`src/rtl/cop_pkg.sv`:
```
package cop_pkg;
    typedef enum logic [1:0] {
        ST_OFF  = 2'd0,
        ST_RUN  = 2'd1,
        ST_WAIT = 2'd2,
        ST_STOP = 2'd3
    } cop_state_e;
endpackage

```
`src/rtl/cop_bus_decode.sv`:
```
module cop_bus_decode #(
    parameter int          AW       = 16,
    parameter int          DW       = 8,
    parameter logic [15:0] SVC_ADDR = 16'hFFFF
) (
    input  logic [AW-1:0] addr,
    input  logic          wr,
    input  logic          rd,
    input  logic [DW-1:0] vec_byte,
    output logic          svc_hit,
    output logic [DW-1:0] rdata
);
    localparam logic [AW-1:0] MATCH = AW'(SVC_ADDR);

    logic addr_match;

    always_comb begin
        addr_match = (addr == MATCH);
        svc_hit    = wr && addr_match;
        rdata      = (rd && addr_match) ? vec_byte : '0;
    end
endmodule

```
`src/rtl/cop_fsm.sv`:
```
module cop_fsm
    import cop_pkg::*;
(
    input  logic clk,
    input  logic rst_n,
    input  logic cop_off,
    input  logic monitor,
    input  logic wait_mode,
    input  logic stop_mode,
    output logic cnt_en,
    output logic pre_clr,
    output logic off_clr
);
    cop_state_e state_q, state_d;

    always_ff @(posedge clk or negedge rst_n) begin
        if (!rst_n) state_q <= ST_OFF;
        else        state_q <= state_d;
    end

    always_comb begin
        state_d = state_q;
        if (cop_off || monitor) begin
            state_d = ST_OFF;
        end else begin
            unique case (state_q)
                ST_OFF:  state_d = ST_RUN;
                ST_RUN:  state_d = stop_mode ? ST_STOP : (wait_mode ? ST_WAIT : ST_RUN);
                ST_WAIT: state_d = stop_mode ? ST_STOP : (wait_mode ? ST_WAIT : ST_RUN);
                ST_STOP: state_d = stop_mode ? ST_STOP : ST_RUN;
                default: state_d = ST_OFF;
            endcase
        end
    end

    always_comb begin
        cnt_en  = 1'b0;
        pre_clr = 1'b0;
        off_clr = 1'b0;
        unique case (state_q)
            ST_OFF:  off_clr = 1'b1;
            ST_RUN:  cnt_en  = 1'b1;
            ST_WAIT: cnt_en  = 1'b1;
            ST_STOP: pre_clr = 1'b1;
            default: off_clr = 1'b1;
        endcase
    end
endmodule

```
`src/rtl/cop_counter.sv`:
```
module cop_counter #(
    parameter int SLOW_W = 18,
    parameter int FAST_W = 13,
    parameter int LOW_W  = 4
) (
    input  logic clk,
    input  logic rst_n,
    input  logic rate_fast,
    input  logic cnt_en,
    input  logic pre_clr,
    input  logic off_clr,
    input  logic svc,
    output logic tmo
);
    localparam int CW = SLOW_W;
    localparam logic [CW-1:0] SLOW_LIM = CW'((64'd1 << SLOW_W) - (64'd1 << LOW_W) - 64'd1);
    localparam logic [CW-1:0] FAST_LIM = CW'((64'd1 << FAST_W) - (64'd1 << LOW_W) - 64'd1);

    logic [CW-1:0] cnt_q;
    logic [CW-1:0] lim;
    logic          at_lim;

    always_comb begin
        lim    = rate_fast ? FAST_LIM : SLOW_LIM;
        at_lim = (cnt_q >= lim);
    end

    always_ff @(posedge clk or negedge rst_n) begin
        if (!rst_n) begin
            cnt_q <= '0;
        end else if (svc || off_clr) begin
            cnt_q <= '0;
        end else if (cnt_en) begin
            cnt_q <= at_lim ? '0 : cnt_q + 1'b1;
        end else if (pre_clr) begin
            cnt_q[LOW_W-1:0] <= '0;
        end
    end

    always_ff @(posedge clk or negedge rst_n) begin
        if (!rst_n) tmo <= 1'b0;
        else        tmo <= cnt_en && at_lim && !svc && !off_clr;
    end
endmodule

```
`src/rtl/cop_watchdog.sv`:
```
module cop_watchdog #(
    parameter int SLOW_W = 18,
    parameter int FAST_W = 13,
    parameter int LOW_W  = 4
) (
    input  logic        clk,
    input  logic        rst_n,
    input  logic [15:0] bus_addr,
    input  logic        bus_wr,
    input  logic        bus_rd,
    input  logic [7:0]  vec_lo,
    output logic [7:0]  bus_rdata,
    input  logic        cfg_cop_off,
    input  logic        cfg_rate_fast,
    input  logic        cfg_stop_blocked,
    input  logic        monitor_mode,
    input  logic        wait_mode,
    input  logic        stop_mode,
    input  logic        stop_exec,
    output logic        cop_rst,
    output logic        illop_rst
);
    logic svc_hit, cnt_en, pre_clr, off_clr;

    cop_bus_decode #(.AW(16), .DW(8), .SVC_ADDR(16'hFFFF)) dec_i (
        .addr(bus_addr), .wr(bus_wr), .rd(bus_rd), .vec_byte(vec_lo),
        .svc_hit(svc_hit), .rdata(bus_rdata)
    );

    cop_fsm fsm_i (
        .clk(clk), .rst_n(rst_n), .cop_off(cfg_cop_off), .monitor(monitor_mode),
        .wait_mode(wait_mode), .stop_mode(stop_mode),
        .cnt_en(cnt_en), .pre_clr(pre_clr), .off_clr(off_clr)
    );

    cop_counter #(.SLOW_W(SLOW_W), .FAST_W(FAST_W), .LOW_W(LOW_W)) cnt_i (
        .clk(clk), .rst_n(rst_n), .rate_fast(cfg_rate_fast), .cnt_en(cnt_en),
        .pre_clr(pre_clr), .off_clr(off_clr), .svc(svc_hit), .tmo(cop_rst)
    );

    always_ff @(posedge clk or negedge rst_n) begin
        if (!rst_n) illop_rst <= 1'b0;
        else        illop_rst <= stop_exec && cfg_stop_blocked;
    end
endmodule

```
`config.mk`:
```
export PLATFORM = sky130hd
export DESIGN_NAME = cop_watchdog
export DESIGN_NICKNAME = d
export VERILOG_FILES = /design/src/rtl/cop_pkg.sv /design/src/rtl/cop_bus_decode.sv /design/src/rtl/cop_fsm.sv /design/src/rtl/cop_counter.sv /design/src/rtl/cop_watchdog.sv
export SDC_FILE = /design/constraint.sdc
export NUM_CORES = 1
export LEC_CHECK = 0
export ABC_AREA = 0
export BUFFER_PORTS_ARGS = -buffer_cell sky130_fd_sc_hd__buf_2
export CORE_MARGIN = 3
export CORE_UTILIZATION = 35
export CTS_CLUSTER_SIZE = 12
export DETAILED_ROUTE_END_ITERATION = 12
export PLACE_DENSITY = 0.6
export SYNTH_ARGS = -nofsm -noshare
export SYNTH_HDL_FRONTEND = slang
export SYNTH_SLANG_ARGS = --single-unit
```
`constraint.sdc`:
```
create_clock -name clk -period 3.1 [get_ports clk]
set_clock_uncertainty 0.05 [all_clocks]
set_input_delay 0.775 -clock clk [delete_from_list [all_inputs] [get_ports clk]]
set_output_delay 0.775 -clock clk [all_outputs]
set_load 0.01 [all_outputs]
```
==> results.md, run 1 <==
* CP arrival at 1.74 ns
* Clock slew at reported path FFs at 0.08 ns
* Status: complete, no violations
* Synth Net Count at 208
* #FFs+latches synth at 22
* Vias in the first global route at 1258
* Hold WC Path Type: in2async
* Share of cells above drive strength 1 at 0.298
* Root Driver: clkbuf_8
* Synth cell types at 40
* Max VDD drop at 0.219 mV
* Worst reg-to-reg setup slack at 1.00 ns
* Die ar. at 5170 sq um
* Place WS at 0.539 ns
* GPL Wtd Cong at 0.722
* Via Count at 1421
* Min cycle time layout at 2.57 ns
* Yosys Warn Count at 0
* Area of the mapped netlist at 1520 sq um
* Critical path fanouts, max at 11
* Core area at 4090 sq um
* Initial DRC Count at 103
* Post-layout util at 0.453
* Fmax at 0.390 GHz
* Top cells by area, synth: dfrtp_1, a31oi_1, ha_1
* Fin. max-slew vios at 0
* Die Y at 71.9 um
* Rows at 23
* EDFF count, synth at 0
* H-tree levels at 1
* Ports at 45
* Fin. Hold Viols at 0
* Hpwl dp at 2710 um
* CTS Buffer Depth at 2
* PD cells at 301 nW/um^2
* Number of routed nets with antenna violations at 0
* Via-to-Cell Ratio at 5.51
* Synth cell count leaders: a31oi_1, dfrtp_1, nand2_1
* Register area share after synthesis at 0.362
* Primary FF master, synth: dfrtp_1
* Number of buffers created by CTS at 3
* Filler cell count at 399
* DIE WIDTH at 71.9 um
* Worst Setup Start Kind: input port
* Final worst setup slack at 0.534 ns
* Crit share post-route at 0.828
* Global Route Usage Sum at 0.141
* CP endpoint kind: output pin
* Total gr overflow at 0
* Post-CTS Setup Bufs at 0
* Yosys top cell area share at 0.362
* Slew @ Worst Pin at 0.512 ns
* Skew-Pair Late Insertion Delay at 0.26 ns
* Pre-Repair DR Iteration Count at 4
* Total power at 556 uW
* Max_cap viols at 0
* LEAKAGE at 0.870 nW
* Post-Syn Instances at 165
* P&R area growth vs syn at 21.6%
* Initial Utilization at 0.372
* CTS tree: built
* Largest net degree at the start of global routing at 30
* Ant diodes at 0
* CTS Hold Buffers Added at 0
* IO Port Bufs at 44
* Slew Limit Headroom at 0.658
* Residual DRC count at 0
* Global-route wire length before repair at 5870 um
* Initial antenna violation count at 0
* Setup TNS Final at 0 ns
* Final wirelength at 3640 um
* Routed wire per std cell at 14.1 um
* Syn Area/Cell at 9.21 sq um
* Ys async rst share at 1.00
* Post-CTS sizing at 0
* Count of endpoints failing setup in the final report at 0
* RSZ-0062 raised after global routing: no
* Fin nets at 252
* WP data required at 2.27 ns
* CP Class: in2out
* Clk sinks at 22
* Leading area contributor after synthesis: dfrtp_1
-- cells by family after synthesis --
| kind of cell | share of synthesized area |
|---|---|
| AO/OA/AOI/OAI | 0.198 |
| adder cells (fa/ha/maj) | 0.0658 |
| buffers and inverters | 0.0403 |
| flip-flops | 0.362 |
| multiplexers | 0.00658 |
| AND/OR/NAND/NOR | 0.327 |
-- cell type report --
class	instances	area [sq um]	share of cell area
Clock buffer	4	55.1	0.0298
Inverter	4	15.0	0.00812
Multi-Input combinational cell	130	916	0.495
Sequential cell	22	551	0.298
Tap cell	50	62.6	0.0338
Timing Repair Buffer	48	250	0.135
-- routing by layer --
layer  global-route usage  wire (um)
met2                0.226       1720
met5                    0          0
met4               0.0376         45
met1                0.193       1730
met3               0.0332        134
-- cell usage in the layout, fill, tap and decap left out, drive strengths merged, types with 4 or more instances in the layout --
cell	instances
a31oi	22
nor2	7
clkbuf	4
inv	4
nand3b	6
nand4	11
nand2	12
and2	4
and3	10
buf	48
nor3	4
nand3	12
ha	8
dfrtp	22
-- worst paths after layout --
kind / from / endpoint / depth (start not counted)
min reg2reg: cnt_i.cnt_q[16] / cnt_i.cnt_q[16] / 1
max: bus_addr[7] / bus_rdata[2] / 6
min: rst_n / cnt_i.cnt_q[10] / 1
max in group asynchronous: rst_n / cnt_i.cnt_q[17] / 1
max reg2reg: cnt_i.cnt_q[14] / cnt_i.cnt_q[15] / 7
min in group clk: cnt_i.cnt_q[16] / cnt_i.cnt_q[16] / 1
-- flip-flops by register name (all words and copies together) (netlist names) --
register / cells
cnt_i.cnt_q: 18
cnt_i.tmo: 1
fsm_i.state_q: 2
illop_rst: 1
-- report_power, final --
part | total [mW] | internal [mW] | switching [mW]
Sequential | 0.290 | 0.289 | 0.00148
Clock | 0.210 | 0.113 | 0.0963
Combinational | 0.0564 | 0.0255 | 0.0310
-- worst max-delay path: stages --
cell and delay [ns]:
buf_2 0.07, nand4_1 0.09, nor4_1 0.30, buf_4 0.22, and3_1 0.16, buf_2 0.12
-- through the flow --
stage	cell area [sq um]	hold WS (ns)	cells
2_1_floorplan	1520	0.426	165
3_3_place_gp	1790	0.461	254
3_5_place_dp	1790	0.473	254
4_1_cts	1850	0.435	258
5_1_grt	1850	0.457	258
6_report	1850	0.416	258
Power figures use the tool's default switching activity.
==> run 2, diff against run 1 <==
==> constraint.sdc (replaced) <==
create_clock -name clk -period 2.42 [get_ports clk]
set_clock_uncertainty 0.05 [all_clocks]
set_input_delay 0.605 -clock clk [delete_from_list [all_inputs] [get_ports clk]]
set_output_delay 0.605 -clock clk [all_outputs]
set_load 0.01 [all_outputs]
==> run 2 against run 1 <==
Against the previous run:
- via count grew 0.77%
- worst hold slack worse by 0.17 ns
- die area did not move
- critical path depth unchanged
- core utilization increased by 0.49 points
- clock power increased by 28%
- register-to-register slack worse by 0.63 ns
- combinational power up 30%
- critical endpoint is now bus_rdata[1]
- largest power group unchanged
- setup slack lost 0.34 ns
==> results.md, run 2 (same netlist as run 1, synthesis figures left out) <==
* GPL Wtd Cong at 0.816
* Hold WC Path Type: in2async
* Fmax at 0.450 GHz
* Global-route wire length before repair at 6000 um
* Root Driver: clkbuf_8
* Number of routed nets with antenna violations at 0
* Fin nets at 253
* CP endpoint kind: output pin
* CTS Hold Buffers Added at 0
* Residual DRC count at 0
* CP Class: in2out
* Share of cells above drive strength 1 at 0.301
* Pre-Repair DR Iteration Count at 4
* Skew-Pair Late Insertion Delay at 0.26 ns
* RSZ-0062 raised after global routing: no
* Setup TNS Final at 0 ns
* Initial Utilization at 0.372
* IO Port Bufs at 44
* Crit share post-route at 0.919
* Max_cap viols at 0
* WP data required at 1.76 ns
* Slew Limit Headroom at 0.663
* Global Route Usage Sum at 0.145
* Final wirelength at 3620 um
* CTS Buffer Depth at 2
* Most used cell, CP: buf_2
* Max incr delay on CP at 0.29 ns
* Largest registers: cnt_i.cnt_q (18), fsm_i.state_q (2)
* Most frequent cells in the layout: buf_2, a31oi_1, dfrtp_1
* Number of buffers created by CTS at 3
* Die Y at 71.9 um
* Ports at 45
* Die ar. at 5170 sq um
* CP arrival at 1.57 ns
* Largest net degree at the start of global routing at 30
* Core area at 4090 sq um
* Fin. max-slew vios at 0
* Hold Slack at 0.250 ns
* Max VDD drop at 0.252 mV
* Via Count at 1432
* Most common cell after layout, fill and taps aside: buf_2
* Top reg by flops: cnt_i.cnt_q
* Max reg flops at 18
* Delay-heaviest family, CP: simple AND/OR/NAND/NOR gates
* Rows at 23
* Worst Setup Start Kind: input port
* Worst path bufs/invs at 3
* Hpwl dp at 2710 um
* CTS tree: built
* H-tree levels at 1
* Vias in the first global route at 1280
* Clk sinks at 22
* Min cycle time layout at 2.22 ns
* Post-CTS sizing at 0
* Place WS at 0.0787 ns
* P&R area growth vs syn at 23.0%
* Fin. Hold Viols at 0
* PD cells at 382 nW/um^2
* Routed wire per std cell at 14.0 um
* DIE WIDTH at 71.9 um
* Post-CTS Setup Bufs at 0
* Ant diodes at 0
* Placed Area at 1810 sq um
* Count of endpoints failing setup in the final report at 0
* Final worst setup slack at 0.197 ns
* Crit-path slowest cell: nor4_1
* Total gr overflow at 0
* Critical path fanouts, max at 11
* Crit-path cells: buf_2 > nand4_1 > nor4_1 > buf_4 > and3_1 > buf_2
* LEAKAGE at 0.881 nW
* Initial DRC Count at 101
* Fin area at 1870 sq um
* Via-to-Cell Ratio at 5.53
* Initial antenna violation count at 0
* Clock slew at reported path FFs at 0.08 ns
* Slew @ Worst Pin at 0.504 ns
* Status: complete, no violations
## run 2: cell count changes in the layout (fill, tap and decap cells not counted)
| cell | previous run | this run |
|---|---|---|
| buf_12 | 0 | 1 |
## run 2: layout make-up
type	count	area, sq um
fillers	415	2220
multi-input cells	130	916
flip-flops and latches	22	551
repair buffers	49	270
well taps	50	62.6
clock buffers	4	55.1
inverters	4	15.0
## run 2: worst paths after layout
path	endpoint	cells past startpoint	slack [ns]	startpoint
setup reg to reg	cnt_i.cnt_q[6]	7	0.37	cnt_i.cnt_q[14]
min in group clk	fsm_i.state_q[0]	2	0.45	cfg_cop_off
hold / removal	cnt_i.cnt_q[8]	1	0.25	rst_n
hold reg to reg	cnt_i.cnt_q[16]	1	0.50	cnt_i.cnt_q[16]
setup / recovery	bus_rdata[1]	6	0.20	bus_addr[7]
max in group asynchronous	cnt_i.cnt_q[16]	1	1.73	rst_n
## run 2: power by group
| part | internal (mW) | total, mW | switching [mW] |
|---|---|---|---|
| Sequential | 0.370 | 0.372 | 0.00189 |
| Combinational | 0.0338 | 0.0736 | 0.0398 |
| Clock | 0.145 | 0.269 | 0.124 |
| Total | 0.549 | 0.715 | 0.166 |
## run 2: stage by stage
stage,instances,utilization,power [mW]
3_3_place_gp,255,0.444,0.454
2_1_floorplan,165,-,0.408
5_1_grt,259,0.457,0.752
6_report,259,0.457,0.715
3_5_place_dp,255,0.444,0.454
4_1_cts,259,0.457,0.733
## run 2: layer usage
metal / global-route usage / vias up / wire, um
met5: 0 / - / 0
li1: - / 738 / -
met1: 0.198 / 674 / 1760
met4: 0.0313 / 0 / 14
met3: 0.0332 / 2 / 104
met2: 0.234 / 18 / 1740
==> run 3, diff against run 2 <==
--- a/config.mk
+++ b/config.mk
@@ -7,11 +7,13 @@
 export LEC_CHECK = 0
 export ABC_AREA = 0
 export BUFFER_PORTS_ARGS = -buffer_cell sky130_fd_sc_hd__buf_2
+export CORE_ASPECT_RATIO = 0.7
 export CORE_MARGIN = 3
 export CORE_UTILIZATION = 35
 export CTS_CLUSTER_SIZE = 12
 export DETAILED_ROUTE_END_ITERATION = 12
 export PLACE_DENSITY = 0.6
+export REMOVE_ABC_BUFFERS = 1
 export SYNTH_ARGS = -nofsm -noshare
 export SYNTH_HDL_FRONTEND = slang
 export SYNTH_SLANG_ARGS = --single-unit
==> run 3 against run 2 <==
Against the previous run:
- wire length rose by 6.5%
- cell count increased by 1.2%
- critical path depth unchanged
- global-route usage up 0.12 points
- non-clock buffer count up 1
- total power up 11%
- maximum frequency hardly changed
- sequential share of layout area down 0.22 points
- worst hold slack worse by 0.0056 ns
- core utilization rose by 0.85 points
- final area grew 0.74%
- critical endpoint is now bus_rdata[5]
- highest routed layer unchanged
==> results.md, run 3 (same netlist as run 1, synthesis figures left out) <==
* CP arrival at 1.57 ns
* Slew Limit Headroom at 0.659
* Min cycle time layout at 2.22 ns
* Via-to-Cell Ratio at 5.50
* Critical path fanouts, max at 11
* LEAKAGE at 0.887 nW
* Vias in the first global route at 1191
* WP data required at 1.76 ns
* Post-CTS sizing at 0
* DIE WIDTH at 84.8 um
* Crit-path cells: buf_2 > nand4_1 > nor4_1 > buf_4 > and3_1 > buf_2
* Post-CTS Setup Bufs at 0
* Worst reg-to-reg setup slack at 0.49 ns
* Routed wire per std cell at 14.7 um
* Crit-path slowest cell: nor4_1
* Most used cell, CP: buf_2
* H-tree levels at 1
* R2r endpoint: cnt_i.cnt_q[12]
* Max incr delay on CP at 0.29 ns
* Worst path bufs/invs at 3
* Largest registers: cnt_i.cnt_q (18), fsm_i.state_q (2)
* Global Route Usage Sum at 0.146
* RSZ-0062 raised after global routing: no
* Max_cap viols at 0
* Crit share post-route at 0.919
* Core area at 4040 sq um
* Fin. Hold Viols at 0
* Status: complete, no violations
* CTS Hold Buffers Added at 0
* Max reg flops at 18
* Pre-Repair DR Iteration Count at 5
* PD cells at 423 nW/um^2
* CTS tree: built
* Hold WC Path Type: in2async
* Via Count at 1442
* Slew @ Worst Pin at 0.511 ns
* Clock slew at reported path FFs at 0.09 ns
* M1 WL at 2050 um
* Hold Slack at 0.244 ns
* Ant diodes at 0
* Die Y at 61.1 um
* WL met2 at 1610 um
* Max VDD drop at 0.250 mV
* Top sig layer: met4
* Number of buffers created by CTS at 3
* Most common cell after layout, fill and taps aside: buf_2
* CTS Buffer Depth at 2
* Die ar. at 5180 sq um
* GPL Wtd Cong at 0.735
* Total gr overflow at 0
* Global-route wire length before repair at 5980 um
* Count of endpoints failing setup in the final report at 0
* Clk sinks at 22
* Share of cells above drive strength 1 at 0.305
* Root Driver: clkbuf_8
* Skew-Pair Late Insertion Delay at 0.27 ns
* P&R area growth vs syn at 23.9%
* Largest net degree at the start of global routing at 23
* Rows at 19
* R2R depth at 7
* Final wirelength at 3850 um
* Most frequent cells in the layout: buf_2, a31oi_1, dfrtp_1
* Top reg by flops: cnt_i.cnt_q
* Fmax at 0.450 GHz
* Fin nets at 254
* Initial antenna violation count at 0
* Number of routed nets with antenna violations at 0
* CP endpoint kind: output pin
* Ports at 45
* Initial DRC Count at 105
* CP Class: in2out
* Hpwl dp at 2930 um
* RR Startpoint: cnt_i.cnt_q[0]
* Initial Utilization at 0.376
* Delay-heaviest family, CP: simple AND/OR/NAND/NOR gates
* Post-layout util at 0.466
* Residual DRC count at 0
* WL met3 at 174 um
* IO Port Bufs at 44
* Fin. max-slew vios at 0
* Worst Setup Start Kind: input port
## run 3: power breakdown
part | leakage [nW] | internal, mW | total (mW) | switching (mW)
clock network | 0.0357 | 0.221 | 0.348 | 0.127
logic | 0.546 | 0.0345 | 0.0756 | 0.0412
registers | 0.305 | 0.370 | 0.372 | 0.00213
## run 3: worst max path at each step
stage                     start               to  slack (ns)  cells past startpoint
global placement    bus_addr[7]     bus_rdata[2]        0.22                      6
global route        bus_addr[7]     bus_rdata[5]         0.1                      6
detailed placement  bus_addr[7]     bus_rdata[2]        0.21                      6
CTS                 bus_addr[7]     bus_rdata[2]        0.20                      6
floorplan           bus_addr[7]  cnt_i.cnt_q[15]       -0.60                      5
finish              bus_addr[7]     bus_rdata[5]        0.20                      6
## run 3: per-stage QoR
step / total power [mW] / instance area [sq um] / setup slack, ns / instances / TNS, ns
after detailed placement: 0.456 / 1810 / 0.206 / 258 / 0
after global routing: 0.833 / 1880 / 0.0957 / 262 / 0
after global placement: 0.455 / 1810 / 0.216 / 258 / 0
after CTS: 0.810 / 1880 / 0.205 / 262 / 0
final: 0.796 / 1880 / 0.197 / 262 / 0
after floorplan: 0.407 / 1470 / -0.604 / 156 / -7.65
## run 3: worst reg2reg max path: stages (launching register included)
cell and delay [ns]:
dfrtp_1 0.45, ha_1 0.28, a31oi_1 0.25, nor3_1 0.11, a21oi_2 0.22, buf_4 0.22, nand3_1 0.09, a31oi_1 0.19
## run 3: area by class of cell
class / instances / area (sq um)
Fill cell: 388 / 2160
Clock inverter: 1 / 30.0
Multi-Input combinational cell: 130 / 916
Sequential cell: 22 / 551
Clock buffer: 3 / 41.3
Timing Repair Buffer: 50 / 265
Inverter: 4 / 15.0
Tap cell: 52 / 65.1
## run 3: routing by layer
metal / global-route usage / vias to the layer above
met5: 0 / -
met1: 0.236 / 670
li1: - / 738
met2: 0.191 / 30
met4: 0.0271 / 0
met3: 0.0361 / 4
